<file path="src/rtl/exc_seq.sv">
module exc_seq #(
  parameter int W         = 16,
  parameter int I_BIT     = 9,
  parameter int NTRAP     = 6,
  parameter logic [15:0] ISP_INIT  = 16'h0080,
  parameter logic [15:0] BASE_INIT = 16'h0040
) (
  input  logic             clk,
  input  logic             rst_n,
  input  logic             irq,
  input  logic             nmi,
  input  logic [NTRAP-1:0] trap_req,
  input  logic             ret_req,
  input  logic [W-1:0]     cur_pc,
  input  logic [W-1:0]     psr_in,
  input  logic [W-1:0]     mem_rdata,
  output logic             busy,
  output logic             mem_we,
  output logic             mem_re,
  output logic [W-1:0]     mem_addr,
  output logic [W-1:0]     mem_wdata,
  output logic             pc_load,
  output logic [W-1:0]     pc_new,
  output logic             psr_we,
  output logic [W-1:0]     psr_new
);
  localparam logic [W-1:0] VEC_NMI   = W'(1);
  localparam logic [W-1:0] VEC_TRAP0 = W'(5);
  localparam logic [W-1:0] VEC_IRQ   = W'(16);

  typedef enum logic [2:0] {
    S_IDLE, S_PSH_PSR, S_PSH_PC, S_DISP, S_ENT_LD, S_POP_PC, S_POP_PSR, S_RET_LD
  } st_t;

  st_t          st;
  logic [W-1:0] isp, pc_cap, psr_cap, vec, sel_vec;
  logic         take_exc;

  assign take_exc = nmi | (|trap_req) | (irq & psr_in[I_BIT]);

  always_comb begin
    sel_vec = VEC_IRQ;
    for (int i = NTRAP-1; i >= 0; i--)
      if (trap_req[i]) sel_vec = VEC_TRAP0 + W'(i);
    if (nmi) sel_vec = VEC_NMI;
  end

  always_ff @(posedge clk) begin
    if (!rst_n) begin
      st      <= S_IDLE;
      isp     <= ISP_INIT;
      pc_cap  <= '0;
      psr_cap <= '0;
      vec     <= '0;
    end else begin
      case (st)
        S_IDLE: begin
          if (take_exc) begin
            pc_cap  <= cur_pc;
            psr_cap <= psr_in;
            vec     <= sel_vec;
            st      <= S_PSH_PSR;
          end else if (ret_req) begin
            st <= S_POP_PC;
          end
        end
        S_PSH_PSR: st <= S_PSH_PC;
        S_PSH_PC: begin
          isp <= isp - W'(2);
          st  <= S_DISP;
        end
        S_DISP:   st <= S_ENT_LD;
        S_ENT_LD: st <= S_IDLE;
        S_POP_PC: st <= S_POP_PSR;
        S_POP_PSR: begin
          pc_cap <= mem_rdata;
          st     <= S_RET_LD;
        end
        S_RET_LD: begin
          isp <= isp + W'(2);
          st  <= S_IDLE;
        end
        default: st <= S_IDLE;
      endcase
    end
  end

  assign busy    = (st != S_IDLE);
  assign mem_we  = (st == S_PSH_PSR) || (st == S_PSH_PC);
  assign mem_re  = (st == S_DISP) || (st == S_POP_PC) || (st == S_POP_PSR);
  assign pc_load = (st == S_ENT_LD) || (st == S_RET_LD);
  assign psr_we  = (st == S_PSH_PSR) || (st == S_RET_LD);

  always_comb begin
    mem_addr  = '0;
    mem_wdata = '0;
    pc_new    = mem_rdata;
    psr_new   = psr_cap & ~(W'(1) << I_BIT);
    case (st)
      S_PSH_PSR: begin mem_addr = isp - W'(1); mem_wdata = psr_cap; end
      S_PSH_PC:  begin mem_addr = isp - W'(2); mem_wdata = pc_cap;  end
      S_DISP:    mem_addr = BASE_INIT + vec;
      S_POP_PC:  mem_addr = isp;
      S_POP_PSR: mem_addr = isp + W'(1);
      S_RET_LD:  begin pc_new = pc_cap; psr_new = mem_rdata; end
      default: ;
    endcase
  end
endmodule

</file>
<file path="config.mk">
export PLATFORM = sky130hd
export DESIGN_NAME = exc_seq
export DESIGN_NICKNAME = d
export VERILOG_FILES = /design/src/rtl/exc_seq.sv
export SDC_FILE = /design/constraint.sdc
export NUM_CORES = 1
export LEC_CHECK = 0
export ABC_AREA = 1
export BUFFER_PORTS_ARGS = -buffer_cell sky130_fd_sc_hd__buf_2
export CAP_MARGIN = 15
export CORE_AREA = 4 4 90 92
export CTS_BUF_LIST = sky130_fd_sc_hd__clkbuf_4 sky130_fd_sc_hd__clkbuf_8
export DETAILED_ROUTE_END_ITERATION = 6
export DIE_AREA = 0 0 94 96
export MAX_ROUTING_LAYER = met4
export PLACE_DENSITY_LB_ADDON = 0.3
export SETUP_SLACK_MARGIN = 0.15
export SLEW_MARGIN = 20
export SYNTH_ARGS = -nofsm -noshare
export SYNTH_HDL_FRONTEND = slang
export SYNTH_SLANG_ARGS = --single-unit
</file>
<file path="constraint.sdc">
create_clock -name clk -period 1.5 [get_ports clk]
set_input_delay 0.15 -clock clk [delete_from_list [all_inputs] [get_ports clk]]
set_output_delay 0.15 -clock clk [all_outputs]
set_load 0.005 [all_outputs]
</file>
==> results.sh, run 1 <==
export IMPL_synth_area_leader_cell="dfxtp_1"
export IMPL_synth_top_cell_area_share_pct=29.4
export IMPL_synth_adder_area_share_pct=0.668
export IMPL_avgSynthCellArea_um2=5.88
export IMPL_synth_nets=699
export IMPL_die_w_um=94
export IMPL_routabilityCongestion=0.963
export IMPL_dp_hpwl_um=9540
export IMPL_synth_simple_gate_area_share_pct=31.7
export IMPL_synthXorXnorAreaFrac_pct=1.40
export IMPL_grt_max_degree=24
export IMPL_synth_area_leaders="dfxtp_1, nand2_1, o21ai_0"
export IMPL_io_pins=128
export IMPL_cts_buffers=5
export IMPL_ys_ff_latch=55
export IMPL_cts_sinks=55
export IMPL_die_y_um=96
export IMPL_yosysWarnings=0
export IMPL_synth_edf_count=0
export IMPL_syn_area_um2=3750
export IMPL_num_rows=31
export IMPL_syn_inst=638
export IMPL_synthArstFlopShare_pct=0
export IMPL_synth_compound_area_share_pct=23.3
export IMPL_ys_seq_area_share_pct=29.4
export IMPL_cts_root_buf="clkbuf_8"
export IMPL_outcome="aborted with a tool error"
export IMPL_crit_endpoint="mem_addr[6]"
export IMPL_synthMuxAreaShare_pct=0
export IMPL_synth_common_cells="nand2_1, inv_1, o21ai_0, nand3_1, dfxtp_1"
export IMPL_tool_error="[ERROR DPL-0038] Utilization greater than 100%, impossible to legalize"
export IMPL_synthDistinctLibCells=34
export IMPL_synth_most_common_cell="nand2_1"
export IMPL_worst_ep_kind="primary output"
export IMPL_place_ws_ns=-0.0202
export IMPL_cts_max_level=2
export IMPL_clk_path_buf_depth=2
export IMPL_stop_stage="5_1_grt"
export IMPL_synthFlopType="dfxtp_1"
export IMPL_portBuffers=127
export IMPL_start_util_pct=52.0
export IMPL_hold_buffers=0
export IMPL_synth_top_family_by_area="simple AND/OR/NAND/NOR gates"
## logic make-up after synthesis
family | Yosys count
AND/OR/NAND/NOR | 286
AO/OA/AOI/OAI | 164
buffers and inverters | 125
flip-flops | 55
XOR/XNOR | 6
adder cells (fa/ha/maj) | 2
## stage by stage
step	instance area [um2]	setup TNS, ns	utilization [%]	std cells
3_5_place_dp	4800	-0.0390	66.6	885
4_1_cts	6840	-9.77	94.8	956
2_1_floorplan	3750	0	-	638
3_3_place_gp	4800	-0.0103	66.6	885
## what timing repair did
action / CTS
endpoints found under the setup margin: 112
resized for setup: 372
hold endpoints to repair: 0
buffers inserted: 44
gates cloned: 19
pin swaps: 51
==> inputs of run 2 (changes only) <==
==> config.mk (replaced) <==
export PLATFORM = sky130hd
export DESIGN_NAME = exc_seq
export DESIGN_NICKNAME = d
export VERILOG_FILES = /design/src/rtl/exc_seq.sv
export SDC_FILE = /design/constraint.sdc
export NUM_CORES = 1
export LEC_CHECK = 0
export ABC_AREA = 1
export BUFFER_PORTS_ARGS = -buffer_cell sky130_fd_sc_hd__buf_2
export CAP_MARGIN = 15
export CORE_AREA = 4 4 102 104
export DETAILED_ROUTE_END_ITERATION = 6
export DIE_AREA = 0 0 106 108
export PLACE_DENSITY_LB_ADDON = 0.15
export SLEW_MARGIN = 20
export SYNTH_ARGS = -nofsm -noshare
export SYNTH_HDL_FRONTEND = slang
export SYNTH_SLANG_ARGS = --single-unit
==> run 2 against run 1 <==
Compared with the run above:
- the flow now finishes, with violations (negative setup slack)
- synthesized cell count did not move
- synthesized area did not move
==> results.sh, run 2 <==
export IMPL_r2r_slack_ns=-0.03
export IMPL_grt_pass1_vias=4914
export IMPL_layout_drive_gt1_share_pct=51.4
export IMPL_ys_ff_latch=55
export IMPL_vias_per_cell=5.35
export IMPL_cp_max_fo=2
export IMPL_syn_to_final_growth_pct=77.6
export IMPL_syn_area_um2=3750
export IMPL_synth_most_common_cell="nand2_1"
export IMPL_crit_type="flop to output port"
export IMPL_timing_rr_end="pc_cap[15]"
export IMPL_mostFrequentLayoutCell="buf_2"
export IMPL_ir_drop_uv=720
export IMPL_r2r_start="st[0]"
export IMPL_leakage_nw=3.15
export IMPL_grt_busiest_layer="met2"
export IMPL_drc=0
export IMPL_die_y_um=108
export IMPL_cp_data_required_time_ns=1.35
export IMPL_num_rows=36
export IMPL_antennaDiodeCount=0
export IMPL_yosysWarnings=0
export IMPL_synthFlopType="dfxtp_1"
export IMPL_die_area_um2=11400
export IMPL_use_met2_pct=45.4
export IMPL_tritoncts="built"
export IMPL_die_w_um=106
export IMPL_avgSynthCellArea_um2=5.88
export IMPL_cts_max_level=2
export IMPL_ys_seq_area_share_pct=29.4
export IMPL_grt_ovfl_total=0
export IMPL_setup_viol=78
export IMPL_portBuffers=127
export IMPL_synth_edf_count=0
export IMPL_most_common_layout_cells="buf_2, nand2_1, inv_1"
export IMPL_final_setup_worst_slack_ns=-0.249
export IMPL_via_count=5152
export IMPL_start_kind="flop"
export IMPL_grt_usage_pct=24.9
export IMPL_synthDistinctLibCells=34
export IMPL_dpl_cell_area_um2=4810
export IMPL_core_area_um2=9550
export IMPL_grt_max_degree=27
export IMPL_clk_latency_ns=0.32
export IMPL_outcome="complete, but fails checks"
export IMPL_max_slew_margin_rel_pct=52.4
export IMPL_final_area_um2=6660
export IMPL_cts_clk_slew_worst_paths_ns=0.11
export IMPL_hold_class="input pin to flop"
export IMPL_max_freq_mhz=572
export IMPL_met1_usage_pct=31.4
export IMPL_cts_buffers=5
export IMPL_antenna_found_initial=0
export IMPL_reg_top3="pc_cap x16, psr_cap x16, isp x15"
export IMPL_synth_top_cell_area_share_pct=29.4
export IMPL_worst_slew_pin_slew_ns=0.710
export IMPL_violations="negative setup slack"
export IMPL_routabilityCongestion=0.924
export IMPL_hold_viol_final=0
export IMPL_wl_per_cell_um=16.7
export IMPL_fin_crit_ns=1.75
export IMPL_finalSetupTns_ns=-11.29
export IMPL_hold_path_depth=3
export IMPL_min_to="psr_cap[5]"
export IMPL_cp_arrival_ns=1.60
export IMPL_rsz0062_at_grt="yes"
export IMPL_start_util_pct=39.3
export IMPL_maxCapViolCount=0
export IMPL_cts_root_buf="clkbuf_8"
export IMPL_synth_common_cells="nand2_1, inv_1, o21ai_0, nand3_1, dfxtp_1"
export IMPL_firstDrtPassIters=5
export IMPL_syn_inst=638
export IMPL_cts_sinks=55
export IMPL_io_pins=128
export IMPL_synth_area_leaders="dfxtp_1, nand2_1, o21ai_0"
export IMPL_worstSetupEndpointType="output port"
export IMPL_clk_path_buf_depth=2
export IMPL_dp_hpwl_um=9620
export IMPL_r2r_cells=10
export IMPL_drt_iter0_markers=191
export IMPL_grt_util_met3_pct=2.87
export IMPL_skew_ns=0.00746
export IMPL_powerDensity_nw_per_um2=1020
export IMPL_ant_nets=0
export IMPL_grt_pass1_wl_um=23400
export IMPL_synthArstFlopShare_pct=0
export IMPL_fin_crit_sh_pct=117
export IMPL_min_from="psr_in[5]"
export IMPL_wl_um=16100
export IMPL_synth_area_leader_cell="dfxtp_1"
export IMPL_final_nets=890
export IMPL_synth_nets=699
export IMPL_slew_viol_final=0
==> run 2: cell counts after synthesis <==
No cell type changed its count.
==> run 2: report_power, final <==
| part | internal, mW | leakage, nW | switching, mW |
|---|---|---|---|
| clock network | 0.669 | 0.0654 | 0.544 |
| registers | 1.72 | 0.459 | 0.235 |
| logic | 1.63 | 2.63 | 2.03 |
==> run 2: cells by family after synthesis <==
| logic type | after synthesis | synth area share, % |
|---|---|---|
| AND/OR/NAND/NOR | 286 | 31.7 |
| AO/OA/AOI/OAI | 164 | 23.3 |
| buffers and inverters | 125 | 13.6 |
| flip-flops | 55 | 29.4 |
| XOR/XNOR | 6 | 1.40 |
| adder cells (fa/ha/maj) | 2 | 0.667 |
==> run 2: layer usage <==
| layer | wire, um | part of all wire (%) | vias up |
|---|---|---|---|
| li1 | - | - | 2469 |
| met1 | 6380 | 40 | 2426 |
| met2 | 8200 | 51 | 219 |
| met3 | 1060 | 6.6 | 38 |
| met4 | 442 | 2.7 | 0 |
| met5 | 0 | 0 | - |
==> run 2: metrics by stage <==
stage          hold WS (ns)  setup WS [ns]  power, mW  std cells  util [%]
2_1_floorplan         0.340          0.156       3.27        638         -
3_3_place_gp          0.429        -0.0335       4.30        909      50.4
3_5_place_dp          0.438        -0.0513       4.32        909      50.4
4_1_cts               0.110         -0.253       6.22        943      60.7
5_1_grt               0.114         -0.349       7.21        963      69.7
6_report             0.0917         -0.249       6.82        963      69.7
==> run 2: what timing repair did <==
item                       4_1_cts  5_1_grt
buffers inserted                18       20
setup endpoints to repair       68      104
gates resized for setup        183      185
pin swaps                       15       37
gates cloned                     9        6
hold buffers                     0        0
==> run 2: final cells by class <==
type | instances | area [um2]
Multi-Input combinational cell | 460 | 3090
Fill cell | 748 | 2890
Timing Repair Buffer | 216 | 1760
Sequential cell | 55 | 1130
Inverter | 90 | 368
Tap cell | 133 | 166
Clock buffer | 6 | 72.6
Clock inverter | 2 | 60.1
Timing Repair inverter | 1 | 8.76
==> run 2: how the worst max path moves through the flow <==
stage	startpoint	cells after the start	end	slack, ns
global placement	isp[1]	8	mem_addr[13]	-0.03
finish	isp[1]	9	mem_addr[11]	-0.25
CTS	isp[2]	11	mem_addr[9]	-0.25
global route	isp[8]	9	mem_addr[12]	-0.35
floorplan	isp[1]	9	mem_addr[9]	0.16
detailed placement	isp[1]	10	mem_addr[9]	-0.05
==> run 2: critical path, cell delays in order (launching register included) <==
cell and delay [ns]:
dfxtp_2 0.34, inv_2 0.07, ha_4 0.17, inv_4 0.04, nor2_4 0.10, nand3_2 0.11, o21ai_2 0.13, nand2_1 0.07
o22ai_1 0.11, buf_2 0.14
No activity file was read; power rests on OpenSTA's default activity.
==> inputs of run 3 (changes only) <==
--- a/config.mk
+++ b/config.mk
@@ -12,6 +12,7 @@
 export DETAILED_ROUTE_END_ITERATION = 6
 export DIE_AREA = 0 0 106 108
 export PLACE_DENSITY_LB_ADDON = 0.15
+export REMOVE_ABC_BUFFERS = 1
 export SLEW_MARGIN = 20
 export SYNTH_ARGS = -nofsm -noshare
 export SYNTH_HDL_FRONTEND = slang
==> constraint.sdc (replaced) <==
create_clock -name clk -period 1.5 [get_ports clk]
set_input_delay 0.3 -clock clk [delete_from_list [all_inputs] [get_ports clk]]
set_output_delay 0.3 -clock clk [all_outputs]
set_load 0.005 [all_outputs]
==> run 3 against run 2 <==
Compared with the run above:
- the run still ends with negative setup slack left
- clock-buffer cell count unchanged
- routed wire length up 21%
- hold slack better by 0.14 ns
- flip-flop and latch count unchanged
- worst setup slack worse by 0.24 ns
- power up 7.2%
- non-clock buffer count up 41
- combinational power up 20%
- critical path type unchanged
==> results.sh, run 3 (synthesis gave the netlist of run 2 again) <==
export IMPL_place_ws_ns=-0.163
export IMPL_hold_buffers=0
export IMPL_setup_viol=100
export IMPL_mostFrequentLayoutCell="buf_2"
export IMPL_firstDrtPassIters=5
export IMPL_drc=0
export IMPL_die_area_um2=11400
export IMPL_p_sw_share_pct=44.2
export IMPL_fin_cells=1003
export IMPL_die_w_um=106
export IMPL_tritoncts="built"
export IMPL_start_kind="flop"
export IMPL_dp_hpwl_um=9970
export IMPL_worstSetupEndpointType="output port"
export IMPL_die_y_um=108
export IMPL_rsz0062_at_grt="yes"
export IMPL_grt_pass1_vias=5397
export IMPL_grt_usage_pct=29.4
export IMPL_final_area_um2=7280
export IMPL_most_common_layout_cells="buf_2, nand2_1, inv_1"
export IMPL_maxCapViolCount=0
export IMPL_r2r_slack_ns=-0.28
export IMPL_min_from="psr_in[5]"
export IMPL_cts_clk_slew_worst_paths_ns=0.11
export IMPL_final_util_pct=76.2
export IMPL_io_pins=128
export IMPL_r2r_start="st[0]"
export IMPL_final_nets=929
export IMPL_min_to="psr_cap[5]"
export IMPL_cp_data_required_time_ns=1.20
export IMPL_ant_nets=0
export IMPL_antenna_found_initial=1
export IMPL_core_area_um2=9550
export IMPL_dpl_cell_area_um2=4970
export IMPL_crit_type="flop to output port"
export IMPL_syn_to_final_growth_pct=94.2
export IMPL_clk_latency_ns=0.33
export IMPL_switchingPower_mw=3.23
export IMPL_vias_per_cell=5.68
export IMPL_outcome="complete, but fails checks"
export IMPL_skew_ns=0.0107
export IMPL_routabilityCongestion=0.915
export IMPL_p_comb_share_pct=60.2
export IMPL_final_setup_worst_slack_ns=-0.492
export IMPL_p_int_mw=4.08
export IMPL_violations="negative setup slack"
export IMPL_leakage_nw=3.35
export IMPL_powerDensity_nw_per_um2=1000
export IMPL_cp_arrival_ns=1.69
export IMPL_drt_iter0_markers=408
export IMPL_grt_max_degree=26
export IMPL_cts_max_level=2
export IMPL_wl_per_cell_um=19.3
export IMPL_hold_class="input pin to flop"
export IMPL_seqPwrFrac_pct=26.8
export IMPL_worst_slew_pin_slew_ns=0.344
export IMPL_layout_drive_gt1_share_pct=58.7
export IMPL_num_rows=36
export IMPL_portBuffers=127
export IMPL_reg_top3="pc_cap x16, psr_cap x16, isp x15"
export IMPL_whs_ns=0.230
export IMPL_grt_pass1_wl_um=26800
export IMPL_clk_path_buf_depth=2
export IMPL_hold_viol_final=0
export IMPL_fin_crit_ns=1.99
export IMPL_wl_um=19400
export IMPL_grt_ovfl_total=0
export IMPL_slew_viol_final=0
export IMPL_dpl_cell_count=934
export IMPL_r2r_cells=13
export IMPL_max_slew_margin_rel_pct=77.0
export IMPL_cp_max_fo=3
export IMPL_timing_rr_end="pc_cap[0]"
export IMPL_cts_sinks=55
export IMPL_fin_crit_sh_pct=133
export IMPL_ir_drop_uv=640
export IMPL_max_freq_mhz=502
export IMPL_via_count=5700
export IMPL_start_util_pct=39.3
export IMPL_cts_root_buf="clkbuf_8"
export IMPL_cts_buffers=5
export IMPL_hold_path_depth=3
export IMPL_p_clk_share_pct=12.9
==> run 3: through the flow <==
stage / setup TNS (ns) / total power, mW
6_report: -29.18 / 7.31
5_1_grt: -34.93 / 7.64
4_1_cts: -23.45 / 6.30
3_5_place_dp: -3.21 / 4.44
3_3_place_gp: -2.25 / 4.41
2_1_floorplan: -45.43 / 3.18
==> run 3: critical path, stage by stage, from the launching register on <==
cell      delay (ns)
dfxtp_4         0.38
nor2_4          0.12
nand2_2         0.08
nor2_4          0.13
xor2_1          0.25
nand2_1         0.14
o211ai_1        0.12
buf_2           0.16
==> run 3: area by class of cell <==
| type | instances | area (um2) |
|---|---|---|
| multi-input combinational | 459 | 3330 |
| fill | 644 | 2270 |
| timing repair buffer | 257 | 2170 |
| sequential | 55 | 1130 |
| inverter | 90 | 389 |
| tap | 133 | 166 |
| clock buffer | 6 | 82.6 |
| clock inverter | 2 | 13.8 |
| antenna | 1 | 2.50 |
==> run 3: worst max-delay path by stage <==
stage,endpoint,start,cells past startpoint
floorplan,isp[10],st[2],5
global placement,mem_addr[13],isp[8],9
detailed placement,mem_addr[15],isp[2],8
CTS,mem_addr[11],isp[2],9
global route,mem_addr[6],isp[2],7
finish,mem_addr[6],isp[2],7
==> run 3: metal layers <==
layer / part of all wire, % / wire length (um) / up-vias / GRT usage, %
li1: - / - / 2554 / -
met1: 38 / 7380 / 2708 / 34.8
met2: 49 / 9510 / 341 / 53.6
met3: 8.2 / 1600 / 97 / 5.37
met4: 4.7 / 904 / 0 / 9.62
met5: 0 / 0 / - / 0
==> run 3: repair_timing <==
| item | CTS | global route |
|---|---|---|
| pin swaps | 42 | 48 |
| hold endpoints to repair | 0 | 0 |
| setup buffers | 34 | 22 |
| endpoints found under the setup margin | 100 | 106 |
| gates cloned | 14 | 1 |
| resized for setup | 320 | 181 |
==> run 3: power by group through the flow <==
stage / clock (mW) / sequential, mW / combinational (mW)
4_1_cts: 0.930 / 1.90 / 3.47
6_report: 0.947 / 1.96 / 4.40
5_1_grt: 0.990 / 1.98 / 4.66
2_1_floorplan: 0 / 1.88 / 1.29
3_5_place_dp: 0 / 1.89 / 2.55
3_3_place_gp: 0 / 1.88 / 2.53
